$ cat config.mk
export PLATFORM = sky130hd
export DESIGN_NAME = eirq_router
export DESIGN_NICKNAME = d
export VERILOG_FILES = /design/src/rtl/eirq_pkg.sv /design/src/rtl/eirq_sync.sv /design/src/rtl/eirq_bank.sv /design/src/rtl/eirq_route.sv /design/src/rtl/eirq_router.sv
export SDC_FILE = /design/constraint.sdc
export NUM_CORES = 2
export LEC_CHECK = 0
export ABC_AREA = 1
export BUFFER_PORTS_ARGS = -buffer_cell sky130_fd_sc_hd__buf_2
export CELL_PAD_IN_SITES_DETAIL_PLACEMENT = 0
export CELL_PAD_IN_SITES_GLOBAL_PLACEMENT = 1
export CORE_ASPECT_RATIO = 1.75
export CORE_MARGIN = 3
export CORE_UTILIZATION = 25
export CTS_BUF_LIST = sky130_fd_sc_hd__clkbuf_4
export DETAILED_ROUTE_END_ITERATION = 8
export GPL_ROUTABILITY_DRIVEN = 0
export PLACE_DENSITY = 0.47
export SETUP_SLACK_MARGIN = 0.02
export SLEW_MARGIN = 20
export SYNTH_ARGS = -nofsm -noshare
export SYNTH_HDL_FRONTEND = slang
export SYNTH_SLANG_ARGS = --single-unit
$ cat constraint.sdc
create_clock -name clk -period 6.6 [get_ports clk]
set_input_delay 0.66 -clock clk [delete_from_list [all_inputs] [get_ports clk]]
set_output_delay 0.66 -clock clk [all_outputs]
set_load 0.05 [all_outputs]
$ cat src/rtl/eirq_pkg.sv
package eirq_pkg;

    localparam int BANK_LINES = 32;
    localparam int MAX_BANKS  = 4;
    localparam int LINE_W     = $clog2(BANK_LINES);
    localparam int ADDR_W     = 16;
    localparam int DATA_W     = 32;

    typedef enum logic [1:0] {
        GRP_STATUS = 2'd0,
        GRP_SENSE  = 2'd1,
        GRP_MASK   = 2'd2,
        GRP_VECTOR = 2'd3
    } reg_group_e;

    typedef struct packed {
        logic              hit;
        reg_group_e        grp;
        logic [1:0]        bank;
        logic [LINE_W-1:0] line;
    } reg_sel_t;

    // Decode a byte address into register group, bank and line.
    function automatic reg_sel_t decode_addr(input logic [ADDR_W-1:0] a);
        reg_sel_t r;
        r = '0;
        if (a[15:12] == 4'd0) begin
            if (a[11:8] == 4'd0 && a[7:6] != 2'b11 && a[5] == 1'b0 &&
                a[2:0] == 3'd0) begin
                r.hit  = 1'b1;
                r.grp  = reg_group_e'(a[7:6]);
                r.bank = a[4:3];
            end
        end else if (a[15:14] == 2'b00 || a[15:12] == 4'd4) begin
            if (a[11:7] == 5'd0 && a[1:0] == 2'd0) begin
                r.hit  = 1'b1;
                r.grp  = GRP_VECTOR;
                r.bank = a[13:12] - 2'd1;
                r.line = a[6:2];
            end
        end
        return r;
    endfunction

endpackage

$ cat src/rtl/eirq_sync.sv
// Two-flop synchronizer with rising-edge detect for a vector of lines.
// Assumes inputs are asynchronous and each pulse is held at least two clocks.
module eirq_sync #(
    parameter int WIDTH = 32
) (
    input  logic             clk,
    input  logic             rst_n,
    input  logic [WIDTH-1:0] async_in,
    output logic [WIDTH-1:0] lvl,
    output logic [WIDTH-1:0] rise
);
    logic [WIDTH-1:0] s1_q, s2_q, s3_q;

    // Synchronize and keep one extra stage for edge detection.
    always_ff @(posedge clk) begin
        if (!rst_n) begin
            s1_q <= '0;
            s2_q <= '0;
            s3_q <= '0;
        end else begin
            s1_q <= async_in;
            s2_q <= s1_q;
            s3_q <= s2_q;
        end
    end

    assign lvl  = s2_q;
    assign rise = s2_q & ~s3_q;
endmodule

$ cat src/rtl/eirq_bank.sv
// One bank of 32 interrupt lines: status, sense, mask and per-line vector.
// Assumes synchronized inputs; write strobes are one-hot per register group.
module eirq_bank
    import eirq_pkg::*;
#(
    parameter int VEC_W = 3
) (
    input  logic                                 clk,
    input  logic                                 rst_n,
    input  logic [BANK_LINES-1:0]                irq_lvl,
    input  logic [BANK_LINES-1:0]                irq_rise,
    input  logic                                 wr_status,
    input  logic                                 wr_sense,
    input  logic                                 wr_mask,
    input  logic                                 wr_vec,
    input  logic [LINE_W-1:0]                    wr_line,
    input  logic [DATA_W-1:0]                    wdata,
    output logic [BANK_LINES-1:0]                status_q,
    output logic [BANK_LINES-1:0]                sense_q,
    output logic [BANK_LINES-1:0]                mask_q,
    output logic [BANK_LINES-1:0][VEC_W-1:0]     vec_q
);
    logic [BANK_LINES-1:0] tog_v, lvl_nxt, edg_nxt, status_nxt;

    // Next status per bit: level lines track input, edge lines latch.
    always_comb begin
        tog_v      = {BANK_LINES{wr_status}} & wdata;
        lvl_nxt    = (tog_v & ~status_q) | (~tog_v & irq_lvl);
        edg_nxt    = irq_rise | (status_q ^ tog_v);
        status_nxt = (sense_q & lvl_nxt) | (~sense_q & edg_nxt);
    end

    // Status register.
    always_ff @(posedge clk) begin
        if (!rst_n) status_q <= '0;
        else        status_q <= status_nxt;
    end

    // Sense and mask registers, whole-word writes.
    always_ff @(posedge clk) begin
        if (!rst_n) begin
            sense_q <= '0;
            mask_q  <= '0;
        end else begin
            if (wr_sense) sense_q <= wdata;
            if (wr_mask)  mask_q  <= wdata;
        end
    end

    // Per-line vector registers, one written per access.
    always_ff @(posedge clk) begin
        if (!rst_n)      vec_q <= '0;
        else if (wr_vec) vec_q[wr_line] <= wdata[VEC_W-1:0];
    end

    // an untouched edge-mode bit that is set stays set.
    p_edge_hold_r3: assert property (@(posedge clk) disable iff (!rst_n)
        1'b1 |=> (($past(~sense_q & ~tog_v & status_q) & ~status_q) == '0));

    // toggled bits flip unless an edge in edge mode overrides.
    p_toggle_flip_r4: assert property (@(posedge clk) disable iff (!rst_n)
        1'b1 |=> (($past(tog_v & ~(~sense_q & irq_rise)) &
                   ~(status_q ^ $past(status_q))) == '0));

    // level-mode bits without a toggle follow the synchronized input.
    p_level_follow_r5: assert property (@(posedge clk) disable iff (!rst_n)
        1'b1 |=> (($past(sense_q & ~tog_v) & (status_q ^ $past(irq_lvl))) == '0));
endmodule

$ cat src/rtl/eirq_route.sv
// Routes active lines to per-thread triggers by vector value, registered.
// Vector value v in 1..NUM_THREADS selects thread v-1; anything else is off.
module eirq_route #(
    parameter int NUM_LINES   = 128,
    parameter int NUM_THREADS = 4,
    parameter int VEC_W       = 3
) (
    input  logic                              clk,
    input  logic                              rst_n,
    input  logic [NUM_LINES-1:0]              active,
    input  logic [NUM_LINES-1:0][VEC_W-1:0]   vec,
    output logic [NUM_THREADS-1:0]            trig_q
);
    logic [NUM_THREADS-1:0] hit;

    // OR-reduce every active line whose vector selects each thread.
    always_comb begin
        hit = '0;
        for (int t = 0; t < NUM_THREADS; t++) begin
            for (int n = 0; n < NUM_LINES; n++) begin
                if (active[n] && vec[n] == VEC_W'(t + 1)) hit[t] = 1'b1;
            end
        end
    end

    // Register the trigger outputs.
    always_ff @(posedge clk) begin
        if (!rst_n) trig_q <= '0;
        else        trig_q <= hit;
    end
endmodule

$ cat src/rtl/eirq_router.sv
// Top of the banked interrupt router: register port, banks and routing.
// Assumes one access per bus_req cycle; read data valid the next cycle.
module eirq_router
    import eirq_pkg::*;
#(
    parameter int NUM_BANKS   = 4,
    parameter int NUM_THREADS = 4
) (
    input  logic                            clk,
    input  logic                            rst_n,
    input  logic [NUM_BANKS*BANK_LINES-1:0] irq_in,
    input  logic                            bus_req,
    input  logic                            bus_we,
    input  logic [ADDR_W-1:0]               bus_addr,
    input  logic [DATA_W-1:0]               bus_wdata,
    output logic [DATA_W-1:0]               bus_rdata,
    output logic [NUM_THREADS-1:0]          trig_out
);
    localparam int NUM_LINES = NUM_BANKS * BANK_LINES;
    localparam int VEC_W     = $clog2(NUM_THREADS + 1);

    logic [NUM_LINES-1:0]             irq_lvl, irq_rise, active;
    logic [NUM_LINES-1:0][VEC_W-1:0]  vec_all;
    logic [BANK_LINES-1:0]            st_a  [MAX_BANKS];
    logic [BANK_LINES-1:0]            se_a  [MAX_BANKS];
    logic [BANK_LINES-1:0]            mk_a  [MAX_BANKS];
    logic [BANK_LINES-1:0][VEC_W-1:0] vec_a [MAX_BANKS];
    reg_sel_t                         sel;
    logic                             wr_en;
    logic [DATA_W-1:0]                rd_val;
    logic                             mask_any, vec_any;

    assign sel   = decode_addr(bus_addr);
    assign wr_en = bus_req && bus_we && sel.hit;

    eirq_sync #(.WIDTH(NUM_LINES)) u_sync (
        .clk      (clk),
        .rst_n    (rst_n),
        .async_in (irq_in),
        .lvl      (irq_lvl),
        .rise     (irq_rise)
    );

    for (genvar b = 0; b < MAX_BANKS; b++) begin : g_bank
        if (b < NUM_BANKS) begin : g_impl
            logic bank_wr;
            assign bank_wr = wr_en && (sel.bank == 2'(b));
            eirq_bank #(.VEC_W(VEC_W)) u_bank (
                .clk       (clk),
                .rst_n     (rst_n),
                .irq_lvl   (irq_lvl[b*BANK_LINES +: BANK_LINES]),
                .irq_rise  (irq_rise[b*BANK_LINES +: BANK_LINES]),
                .wr_status (bank_wr && sel.grp == GRP_STATUS),
                .wr_sense  (bank_wr && sel.grp == GRP_SENSE),
                .wr_mask   (bank_wr && sel.grp == GRP_MASK),
                .wr_vec    (bank_wr && sel.grp == GRP_VECTOR),
                .wr_line   (sel.line),
                .wdata     (bus_wdata),
                .status_q  (st_a[b]),
                .sense_q   (se_a[b]),
                .mask_q    (mk_a[b]),
                .vec_q     (vec_a[b])
            );
            assign active[b*BANK_LINES +: BANK_LINES]  = st_a[b] & mk_a[b];
            assign vec_all[b*BANK_LINES +: BANK_LINES] = vec_a[b];
        end else begin : g_absent
            assign st_a[b]  = '0;
            assign se_a[b]  = '0;
            assign mk_a[b]  = '0;
            assign vec_a[b] = '0;
        end
    end

    eirq_route #(
        .NUM_LINES   (NUM_LINES),
        .NUM_THREADS (NUM_THREADS),
        .VEC_W       (VEC_W)
    ) u_route (
        .clk    (clk),
        .rst_n  (rst_n),
        .active (active),
        .vec    (vec_all),
        .trig_q (trig_out)
    );

    // Select the read word; absent banks are tied to zero.
    always_comb begin
        rd_val = '0;
        if (sel.hit) begin
            case (sel.grp)
                GRP_STATUS: rd_val = st_a[sel.bank];
                GRP_SENSE:  rd_val = se_a[sel.bank];
                GRP_MASK:   rd_val = mk_a[sel.bank];
                default:    rd_val = DATA_W'(vec_a[sel.bank][sel.line]);
            endcase
        end
    end

    // Capture read data on each read request.
    always_ff @(posedge clk) begin
        if (!rst_n)                 bus_rdata <= '0;
        else if (bus_req && !bus_we) bus_rdata <= rd_val;
    end

    // Summaries used by the checks below.
    always_comb begin
        mask_any = 1'b0;
        for (int b = 0; b < MAX_BANKS; b++) mask_any = mask_any | (|mk_a[b]);
    end
    assign vec_any = |vec_all;

    // with no mask bit set, no trigger can fire next cycle.
    p_mask_quiet_r6: assert property (@(posedge clk) disable iff (!rst_n)
        !mask_any |=> (trig_out == '0));

    // with every line disconnected, no trigger can fire next cycle.
    p_unrouted_quiet_r7: assert property (@(posedge clk) disable iff (!rst_n)
        !vec_any |=> (trig_out == '0));

    // reads of absent banks or unmapped addresses return zero.
    p_absent_zero_r9: assert property (@(posedge clk) disable iff (!rst_n)
        (bus_req && !bus_we && !(sel.hit && int'(sel.bank) < NUM_BANKS))
        |=> (bus_rdata == '0));
endmodule

==> results_dict.tcl <==
set metrics [dict create \
    final_nets 8281 \
    rows 224 \
    path_clk_slew_ns 0.07 \
    dp_hpwl_mm 215 \
    rrSetupSlack_ns 2.84 \
    yosysMostFrequentCell "nand2_1" \
    initial_core_util 0.252 \
    post-route-drc-count 0 \
    synth_cells 7646 \
    power.density_nw_per_um2 230 \
    multi_input_area_um2 24100 \
    cts_sinks 1188 \
    r2r-start "g_bank[1].g_impl.u_bank.status_q[22]" \
    period_share 0.605 \
    ys.flop_type "dfxtp_1" \
    die_h_um 619 \
    grt_start_max_net_pins 199 \
    fin_tns_setup_ns 0 \
    synthTopCellsByArea "dfxtp_1 (44%), nand2_1 (10%), inv_1 (8.4%)" \
    cts_tree "built" \
    cp_max_fo 31 \
    drt_pass1_iterations 9 \
    timing.final.ws_setup_ns 2.61 \
    yosys.area.top_type_share 0.443 \
    syn_to_final_growth_pct 19.4 \
    synthTopCellsByCount "nand2_1 (1444), inv_1 (1202), dfxtp_1 (1188), o21ai_0 (892), a21oi_1 (795)" \
    drtIter0Drc 5052 \
    wl_mm 305 \
    max_freq_ghz 0.251 \
    max_cap_violations 0 \
    grt_usage 0.269 \
    cts_max_level 5 \
    cts_made_buffers 323 \
    grt_pass1_vias 53327 \
    overflow 0 \
    placed_cell_area_um2 58100 \
    ys_seq_elements 1188 \
    root_buffer "clkbuf_4" \
    start_kind "input port" \
    final_area_um2 64000 \
    path_class "input port to flop" \
    drive_above_1_share 0.116 \
    ir_worst_vdd_uv 130 \
    synth-edff-count 0 \
    hold_class "input port to flop" \
    slew_headroom 0.102 \
    setup.worst_path.end_class "flop" \
    whs_ns 0.206 \
    worstReg2RegEnd "u_route.trig_q[1]" \
    hold_start "irq_in[57]" \
    antenna_left 0 \
    setup-violations-final 0 \
    cts_buffer_depth 4 \
    clock_latency_ns 1.21 \
    synth-async-reset-ratio 0 \
    placedCellCount 10411 \
    power.leakage_nw 26.7 \
    antenna_found_initial 34 \
    syn_area_um2 53600 \
    syn-mean-instance-area_um2 7.01 \
    via_per_inst 5.09 \
    yosysWarnings 0 \
    status "finished, final reports clean" \
    hold_viol_final 0 \
    core_area_um2 213000 \
    wl_per_cell_um 27.4 \
    hold_path_end "u_sync.s1_q[57]" \
    ff_latch_area_um2 23800 \
    maxSlewViolCount 0 \
    io_buffers 215 \
    dieWidth_um 356 \
    r2r_cells 8 \
    synth-seq-area-share 0.443 \
    n_fill_cell 23642 \
    synth_nets 7827 \
    critPathArrivalTime_ns 5.03 \
    place_ws_ns 1.37 \
    tightest_slew_ns 1.33 \
    skew_ns 0.126 \
    final-instance-count-excl-fill 11163 \
    min_path_cells 4 \
    yosys.cell_types.count 50 \
    fin_crit_ns 3.99 \
    grt_pass1_wl_mm 419 \
    io_pins 216 \
    post_cts_resized 0 \
    cp.required_ns 7.64 \
    die-area_um2 220000 \
    via_count 56859 \
    rsz0062_at_grt "no" \
    yosysTopAreaCell "dfxtp_1" \
]
cells in the final DEF (no fill, tap or decap), types with 181 or more instances in the layout:
master / n
nand2_1: 1444
a21oi_1: 795
dlygate4sd3_1: 187
nor2_1: 350
buf_2: 214
nand4_1: 317
o21ai_0: 892
nor4_1: 274
dfxtp_1: 1188
clkbuf_4: 464
nand3_1: 181
inv_1: 1196
metal layers:
layer | global-route usage | wire [um] | up-vias | part of all wire
li1 | - | - | 26729 | -
met1 | 0.313 | 119000 | 26896 | 0.39
met2 | 0.433 | 139000 | 2415 | 0.45
met3 | 0.0560 | 19500 | 797 | 0.064
met4 | 0.205 | 27700 | 22 | 0.091
met5 | 0 | 149 | - | 0.00049
metrics by stage:
| stage | total power [mW] | util |
|---|---|---|
| 6_report | 14.7 | 0.301 |
| 3_5_place_dp | 8.15 | 0.273 |
| 4_1_cts | 15.0 | 0.300 |
| 3_3_place_gp | 8.14 | 0.273 |
| 5_1_grt | 15.4 | 0.300 |
| 2_1_floorplan | 7.86 | - |
how the worst max path moves through the flow:
stage                  from                                    to  slack (ns)
2_1_floorplan  bus_addr[12]                         bus_rdata[13]        3.91
3_3_place_gp   bus_addr[12]                          bus_rdata[2]        1.36
3_5_place_dp   bus_addr[12]                          bus_rdata[2]        1.37
4_1_cts        bus_addr[12]                          bus_rdata[2]        2.65
5_1_grt        bus_addr[12]  g_bank[3].g_impl.u_bank.status_q[13]        2.54
6_report       bus_addr[12]                          bus_rdata[2]        2.61
flip-flops by register name (all words and copies together) (netlist names):
signal	flops
bus_rdata	32
g_bank.g_impl.u_bank.status_q	128
u_sync.s3_q	128
g_bank.g_impl.u_bank.sense_q	128
u_sync.s1_q	128
g_bank.g_impl.u_bank.mask_q	128
u_route.trig_q	4
g_bank.g_impl.u_bank.vec_q	384
u_sync.lvl	128
final cells by class:
class / count / area share
Tap cell: 2825 / 0.0552
Clock inverter: 79 / 0.00602
Clock buffer: 463 / 0.0543
Inverter: 1241 / 0.0730
Multi-Input combinational cell: 4831 / 0.376
Antenna cell: 21 / 0.000821
Sequential cell: 1188 / 0.371
Timing Repair Buffer: 515 / 0.0636
logic make-up (layout without fill, tap and decap cells):
kind of cell               count (synthesis)  in the layout  share of synthesized area
and+or+nand+nor                         2717           2717                      0.229
AOI/OAI and AO/OA                       2113           2113                      0.210
buffers and inverters                   1627           2298                      0.116
DFF                                     1188           1188                      0.443
adders and majority gates                  1              1                   0.000233
other                                      0             21                          0
timing repair:
item / in CTS / in global routing
setup endpoints to repair: 0 / 0
endpoints found under the hold margin: 408 / 0
setup buffers: 0 / 0
hold buffers: 187 / 0
power breakdown:
| part | internal [mW] | switching [mW] |
|---|---|---|
| clock network | 3.32 | 3.36 |
| registers | 7.30 | 0.106 |
| logic | 0.235 | 0.419 |
worst max-delay path: stages:
cell	delay [ns]
buf_2	0.10
inv_1	0.08
ha_1	0.19
nand2_1	0.12
nor2_1	0.14
nand4_2	0.31
nor2_2	0.90
inv_2	0.66
nand2_1	0.38
nor2_4	0.06
buf_4	0.36
o2111ai_1	0.23
nand3_1	0.23
a22o_1	0.38
nor2_1	0.15
nor2_1	0.04
Power figures use the tool's default switching activity.
